===== config.mk =====
export PLATFORM = sky130hd
export DESIGN_NAME = tlb_xlate
export DESIGN_NICKNAME = d
export VERILOG_FILES = /design/src/rtl/tlb_pkg.sv /design/src/rtl/tlb_match.sv /design/src/rtl/tlb_victim.sv /design/src/rtl/tlb_check.sv /design/src/rtl/tlb_xlate.sv
export SDC_FILE = /design/constraint.sdc
export NUM_CORES = 2
export LEC_CHECK = 0
export BUFFER_PORTS_ARGS = -buffer_cell sky130_fd_sc_hd__buf_2
export CORE_ASPECT_RATIO = 0.7
export CORE_MARGIN = 2
export CORE_UTILIZATION = 30
export DETAILED_ROUTE_END_ITERATION = 12
export PLACE_DENSITY_LB_ADDON = 0.2
export SYNTH_ARGS = -nofsm -noshare
export SYNTH_HDL_FRONTEND = slang
export SYNTH_SLANG_ARGS = --single-unit

===== constraint.sdc =====
create_clock -name clk -period 3.5 [get_ports clk]
set_input_delay 0.175 -clock clk [delete_from_list [all_inputs] [get_ports clk]]
set_output_delay 0.175 -clock clk [all_outputs]
set_load 0.01 [all_outputs]

===== src/rtl/tlb_pkg.sv =====
package tlb_pkg;

    typedef enum logic [1:0] {
        ACC_LOAD  = 2'd0,
        ACC_STORE = 2'd1,
        ACC_FETCH = 2'd2,
        ACC_RSVD  = 2'd3
    } acc_e;

    typedef enum logic [1:0] {
        FLT_NONE   = 2'd0,
        FLT_MISS   = 2'd1,
        FLT_ABSENT = 2'd2,
        FLT_PROT   = 2'd3
    } fault_e;

endpackage


===== src/rtl/tlb_match.sv =====
// Parallel tag comparison: one comparator per slot, qualified by its valid flag.
module tlb_match #(
    parameter int ENTRIES = 16,
    parameter int TAG_W   = 20
) (
    input  logic [ENTRIES-1:0]            valid,
    input  logic [ENTRIES-1:0][TAG_W-1:0] tags,
    input  logic [TAG_W-1:0]              key,
    output logic [ENTRIES-1:0]            hit
);
    for (genvar g = 0; g < ENTRIES; g++) begin : g_cmp
        assign hit[g] = valid[g] && (tags[g] == key);
    end
endmodule


===== src/rtl/tlb_victim.sv =====
// Slot choice for a refill without a live match: lowest empty slot, else the rotating pointer.
module tlb_victim #(
    parameter int ENTRIES = 16,
    parameter int IDX_W   = 4
) (
    input  logic [ENTRIES-1:0] valid,
    input  logic [IDX_W-1:0]   ptr,
    output logic [IDX_W-1:0]   victim,
    output logic               full
);
    always_comb begin
        full   = &valid;
        victim = ptr;
        for (int i = ENTRIES - 1; i >= 0; i--) begin
            if (!valid[i]) victim = IDX_W'(i);
        end
    end
endmodule


===== src/rtl/tlb_check.sv =====
// Fault classification for one lookup, in priority order.
module tlb_check
    import tlb_pkg::*;
(
    input  logic       hit,
    input  logic       present,
    input  logic       ro,
    input  logic       xo,
    input  logic [1:0] acc,
    output logic [1:0] fault
);
    acc_e   acc_t;
    fault_e flt;

    always_comb begin
        acc_t = acc_e'(acc);
        if (!hit) begin
            flt = FLT_MISS;
        end else if (!present) begin
            flt = FLT_ABSENT;
        end else begin
            unique case (acc_t)
                ACC_LOAD:  flt = xo ? FLT_PROT : FLT_NONE;
                ACC_STORE: flt = (ro || xo) ? FLT_PROT : FLT_NONE;
                ACC_FETCH: flt = FLT_NONE;
                default:   flt = FLT_PROT;
            endcase
        end
        fault = flt;
    end
endmodule


===== src/rtl/tlb_xlate.sv =====
module tlb_xlate
    import tlb_pkg::*;
#(
    parameter int ENTRIES = 16,
    parameter int VA_W    = 32,
    parameter int PA_W    = 32,
    parameter int PAGE_W  = 12
) (
    input  logic                   clk,
    input  logic                   rst,
    input  logic                   req_valid,
    input  logic [VA_W-1:0]        req_vaddr,
    input  logic [1:0]             req_acc,
    input  logic                   wr_en,
    input  logic [VA_W-PAGE_W-1:0] wr_vpn,
    input  logic [PA_W-PAGE_W-1:0] wr_ppn,
    input  logic                   wr_present,
    input  logic                   wr_ro,
    input  logic                   wr_xo,
    input  logic                   inval_all,
    output logic                   rsp_valid,
    output logic [PA_W-1:0]        rsp_paddr,
    output logic [1:0]             rsp_fault
);
    localparam int VPN_W = VA_W - PAGE_W;
    localparam int PPN_W = PA_W - PAGE_W;
    localparam int IDX_W = (ENTRIES > 1) ? $clog2(ENTRIES) : 1;

    typedef struct packed {
        logic [ENTRIES-1:0]            valid;
        logic [ENTRIES-1:0]            present;
        logic [ENTRIES-1:0]            ro;
        logic [ENTRIES-1:0]            xo;
        logic [ENTRIES-1:0][VPN_W-1:0] vpn;
        logic [ENTRIES-1:0][PPN_W-1:0] ppn;
        logic [IDX_W-1:0]              ptr;
        logic                          rv;
        logic [PA_W-1:0]               pa;
        logic [1:0]                    flt;
    } state_t;

    state_t q, d;

    logic [ENTRIES-1:0] lk_hit, wr_hit;
    logic [IDX_W-1:0]   vic_idx, wr_hit_idx, wr_idx;
    logic               vic_full;
    logic [PPN_W-1:0]   sel_ppn;
    logic               sel_p, sel_ro, sel_xo;
    logic [1:0]         lk_fault;

    tlb_match #(.ENTRIES(ENTRIES), .TAG_W(VPN_W)) u_lk_match (
        .valid (q.valid),
        .tags  (q.vpn),
        .key   (req_vaddr[VA_W-1:PAGE_W]),
        .hit   (lk_hit)
    );

    tlb_match #(.ENTRIES(ENTRIES), .TAG_W(VPN_W)) u_wr_match (
        .valid (q.valid),
        .tags  (q.vpn),
        .key   (wr_vpn),
        .hit   (wr_hit)
    );

    tlb_victim #(.ENTRIES(ENTRIES), .IDX_W(IDX_W)) u_victim (
        .valid  (q.valid),
        .ptr    (q.ptr),
        .victim (vic_idx),
        .full   (vic_full)
    );

    // Select fields of the (at most one) hitting slot.
    always_comb begin
        sel_ppn = '0;
        sel_p   = 1'b0;
        sel_ro  = 1'b0;
        sel_xo  = 1'b0;
        for (int i = 0; i < ENTRIES; i++) begin
            if (lk_hit[i]) begin
                sel_ppn = sel_ppn | q.ppn[i];
                sel_p   = sel_p   | q.present[i];
                sel_ro  = sel_ro  | q.ro[i];
                sel_xo  = sel_xo  | q.xo[i];
            end
        end
    end

    tlb_check u_check (
        .hit     (|lk_hit),
        .present (sel_p),
        .ro      (sel_ro),
        .xo      (sel_xo),
        .acc     (req_acc),
        .fault   (lk_fault)
    );

    always_comb begin
        wr_hit_idx = '0;
        for (int i = 0; i < ENTRIES; i++) begin
            if (wr_hit[i]) wr_hit_idx = IDX_W'(i);
        end
        wr_idx = (|wr_hit) ? wr_hit_idx : vic_idx;
    end

    // Next-state computation.
    always_comb begin
        d = q;

        d.rv  = req_valid;
        d.flt = req_valid ? lk_fault : 2'd0;
        d.pa  = (req_valid && (lk_fault == FLT_NONE))
              ? {sel_ppn, req_vaddr[PAGE_W-1:0]} : '0;

        if (inval_all) begin
            d.valid = '0;
        end else if (wr_en) begin
            d.valid[wr_idx]   = 1'b1;
            d.vpn[wr_idx]     = wr_vpn;
            d.ppn[wr_idx]     = wr_ppn;
            d.present[wr_idx] = wr_present;
            d.ro[wr_idx]      = wr_ro;
            d.xo[wr_idx]      = wr_xo;
            if (!(|wr_hit) && vic_full) begin
                d.ptr = (q.ptr == IDX_W'(ENTRIES - 1)) ? '0 : q.ptr + 1'b1;
            end
        end
    end

    always_ff @(posedge clk) begin
        if (rst) q <= '0;
        else     q <= d;
    end

    assign rsp_valid = q.rv;
    assign rsp_paddr = q.pa;
    assign rsp_fault = q.flt;

    assert_rsp_follows_req_R12: assert property (@(posedge clk) disable iff (rst)
        req_valid |=> rsp_valid);

    assert_rsp_idle_quiet_R12: assert property (@(posedge clk) disable iff (rst)
        !req_valid |=> (!rsp_valid && rsp_fault == 2'd0 && rsp_paddr == '0));

    assert_fault_zero_addr_R2: assert property (@(posedge clk) disable iff (rst)
        (rsp_valid && rsp_fault != 2'd0) |-> (rsp_paddr == '0));

    assert_offset_passthru_R1: assert property (@(posedge clk) disable iff (rst)
        req_valid |=> (rsp_fault != 2'd0 ||
                       rsp_paddr[PAGE_W-1:0] == $past(req_vaddr[PAGE_W-1:0])));

    assert_miss_first_R7: assert property (@(posedge clk) disable iff (rst)
        (req_valid && !(|lk_hit)) |=> (rsp_fault == 2'd1));

    assert_single_match_R10: assert property (@(posedge clk) disable iff (rst)
        $onehot0(lk_hit));

    assert_flush_empties_R11: assert property (@(posedge clk) disable iff (rst)
        inval_all |=> (q.valid == '0));

    assert_victim_is_free_R8: assert property (@(posedge clk) disable iff (rst)
        !vic_full |-> !q.valid[vic_idx]);

endmodule


==> metrics.yaml <==
outcome:
  violations: "negative setup slack"
  outcome: "finished, violations left"
layout:
  nFillCells: 12400
  area_growth_pct: 28.9
  postLayoutCoreUtil: 0.388
  final_nets: 4491
  final_cell_mix: "732 x dfxtp_1, 553 x mux2i_1, 450 x buf_4"
  drive_gt1_frac: 0.216
  layout_commonest_cell: "dfxtp_1"
  fin_cells: 6145
yosys:
  synth-edff-count: 0
  syn-num-nets: 4021
  synth_cell_type_count: 73
  synth.yosys.warnings: 0
  synthFlopType: "dfxtp_1"
  netlist_instances: 3938
  ys_seq_elements: 743
  netlist_area_mm2: 0.0379
  yosysSeqAreaShare: 0.393
  async_reset_ff_frac: 0
  syn_avg_cell_area_um2: 9.62
die:
  die_w_um: 429
  die_h_um: 301
  start_util: 0.301
  ios: 117
  core_area_mm2: 0.126
  placementRows: 109
  dieArea_mm2: 0.129
timing:
  final.setup_skew_ns: 0.0413
  relSlewSlack: 0.247
  fin_ws_ns: -0.0778
  min_period_ns: 3.58
  slew_viol_final: 0
  hold_viol_final: 0
  fin_crit_sh: 1.02
  tightestPinTransition_ns: 1.12
  rsz0062_at_grt: "yes"
  fmax_mhz: 280
  setup_violations: 172
  holdWs_ns: 0.0574
critical_path:
  r2r_start: "q[553]"
  cp-startpoint: "q[553]"
  required_ns: 4.05
  worstSetupPathType: "flop to flop"
  arrival_ns: 4.13
  cp-end-kind: "flop"
  path_max_fanout: 11
  worstSetupStartpointType: "flop"
power:
  p_switching_mw: 5.31
  total_power_mw: 20.5
  p_clk_frac: 0.494
  vdd_drop_max_uv: 355
  power_frac_seq: 0.417
  switching_share: 0.260
  pwr-share-comb: 0.089
  p_int_mw: 15.1
  leakage_nw: 19.6
  power_density_mw_per_mm2: 419
clock_tree:
  cts_made_buffers: 86
  cts_buffer_depth: 3
  numClockSinks: 743
  root_buffer: "clkbuf_16"
  cts_tree: "done"
  clk_latency_ns: 0.72
  cts_max_level: 3
  clkSlewWorstSetupHoldPaths_ns: 0.07
placed_design:
  gp_congestion: 0.895
  place_inst: 5886
  dpl.hpwl_um: 105000
  port_buffers: 116
detailed_routing:
  ant_nets: 0
  drtIter0Drc: 3374
  drt-total-wl_um: 158000
  first_pass_iters: 6
  vias: 31900
  wire_per_inst_um: 25.8
  viasPerCell: 5.19
  drc_errors: 0
global_route:
  grt_pass1_wl_um: 223000
  grt_overflow_total: 0
  grt_pass1_vias: 30000
  antenna_found_initial: 6
  grt_max_degree: 136
  grt_use_total: 0.235
run:
  drv_cap: 0
hold_path:
  hold_class: "input port to flop"
  min_from: "wr_vpn[3]"
logic make-up (layout without fill, tap and decap cells):
logic type               count (synthesis)  count (layout)  synth area share
AND/OR/NAND/NOR                       1196            1196             0.175
flip-flops                             743             743             0.393
XOR/XNOR                               641             641             0.149
multiplexers                           561             561             0.148
AO/OA/AOI/OAI                          406             406            0.0772
buffers and inverters                  390             931            0.0577
adder cells (fa/ha/maj)                  1               1          0.000330
other                                    0               1                 0
final cells by class:
type,instances,area [µm²],area share
Antenna cell,1,2.50,0.0000513
Clock buffer,113,2430,0.0499
Clock inverter,46,691,0.0141
Inverter,21,78.8,0.00161
Multi-Input combinational cell,2805,21500,0.441
Sequential cell,743,14900,0.305
Tap cell,1665,2080,0.0427
Timing Repair Buffer,751,7120,0.146
stage by stage:
step | setup TNS, ns | setup slack, ns | instance area [µm²]
detailed placement | -290.84 | -0.635 | 43900
CTS | 0 | 0.000131 | 47800
floorplan | 0 | 0.518 | 37900
finish | -4.88 | -0.0778 | 48800
global placement | -298.86 | -0.640 | 43900
global route | -17.71 | -0.144 | 48800
worst max-delay path, stage by stage, from the launching register on:
cell and delay [ns]:
dfxtp_2 0.33, xnor2_2 0.21, nand2_1 0.11, or4b_4 0.52, nor4_4 0.42, buf_4 0.23, o2111a_2 0.26, nor2_4 0.06
nor4b_2 0.30, buf_4 0.18, buf_4 0.16, o21ai_4 0.08, buf_4 0.16, clkbuf_16 0.19, mux2i_1 0.15, nor2_1 0.05
path summary, 6_finish.rpt:
check	depth (start not counted)	to	slack, ns
worst min register to register	2	q[49]	0.48
worst max register to register	15	q[552]	-0.08
worst min-delay path	4	q[582]	0.06
worst max-delay path	15	q[552]	-0.08
sequential cells by signal (all words and copies together) (netlist names):
register	flops
rsp_valid	1
q	708
rsp_fault	2
rsp_paddr	32
Yosys cell counts (9+ instances only):
| master | instances | area (µm²) |
|---|---|---|
| nor4b_1 | 10 | 87.6 |
| nand2_1 | 60 | 225 |
| xnor2_1 | 396 | 3470 |
| clkbuf_1 | 164 | 616 |
| a21oi_1 | 9 | 45.0 |
| a22o_1 | 80 | 701 |
| nand3_1 | 44 | 220 |
| nand4_1 | 145 | 907 |
| mux2i_1 | 561 | 5620 |
| buf_2 | 80 | 400 |
| nor3_1 | 17 | 85.1 |
| o21ai_0 | 127 | 636 |
| a41oi_1 | 20 | 175 |
| a22oi_1 | 22 | 165 |
| buf_4 | 82 | 616 |
| nand3b_1 | 130 | 976 |
| xor2_1 | 242 | 2120 |
| nor4_1 | 93 | 582 |
| nand2b_1 | 264 | 1650 |
| inv_1 | 21 | 78.8 |
| buf_6 | 42 | 473 |
| a221oi_1 | 81 | 709 |
| nor2_1 | 376 | 1410 |
| o21ai_1 | 26 | 130 |
| dfxtp_1 | 743 | 14900 |
layer usage:
metal | wire (µm) | track usage
met5 | 0 | 0
met4 | 2690 | 0.0417
met3 | 10600 | 0.0383
met2 | 65800 | 0.344
met1 | 79300 | 0.361
power groups by stage:
stage | Combinational, mW | Clock, mW | Sequential [mW]
after floorplan | 0.904 | 0 | 8.70
after global placement | 1.71 | 0 | 8.71
after detailed placement | 1.70 | 0 | 8.71
after CTS | 1.77 | 10.3 | 8.52
after global routing | 1.89 | 10.6 | 8.52
final | 1.82 | 10.1 | 8.52
repair_timing:
item / CTS / global route
pin swaps: 5 / 41
cloned: 2 / 11
gates resized for setup: 12 / 106
hold buffers: 54 / 0
endpoints found under the setup margin: 683 / 689
buffers inserted: 7 / 30
hold endpoints to repair: 258 / 0
Note: power is estimated with default switching activity, not from simulation.
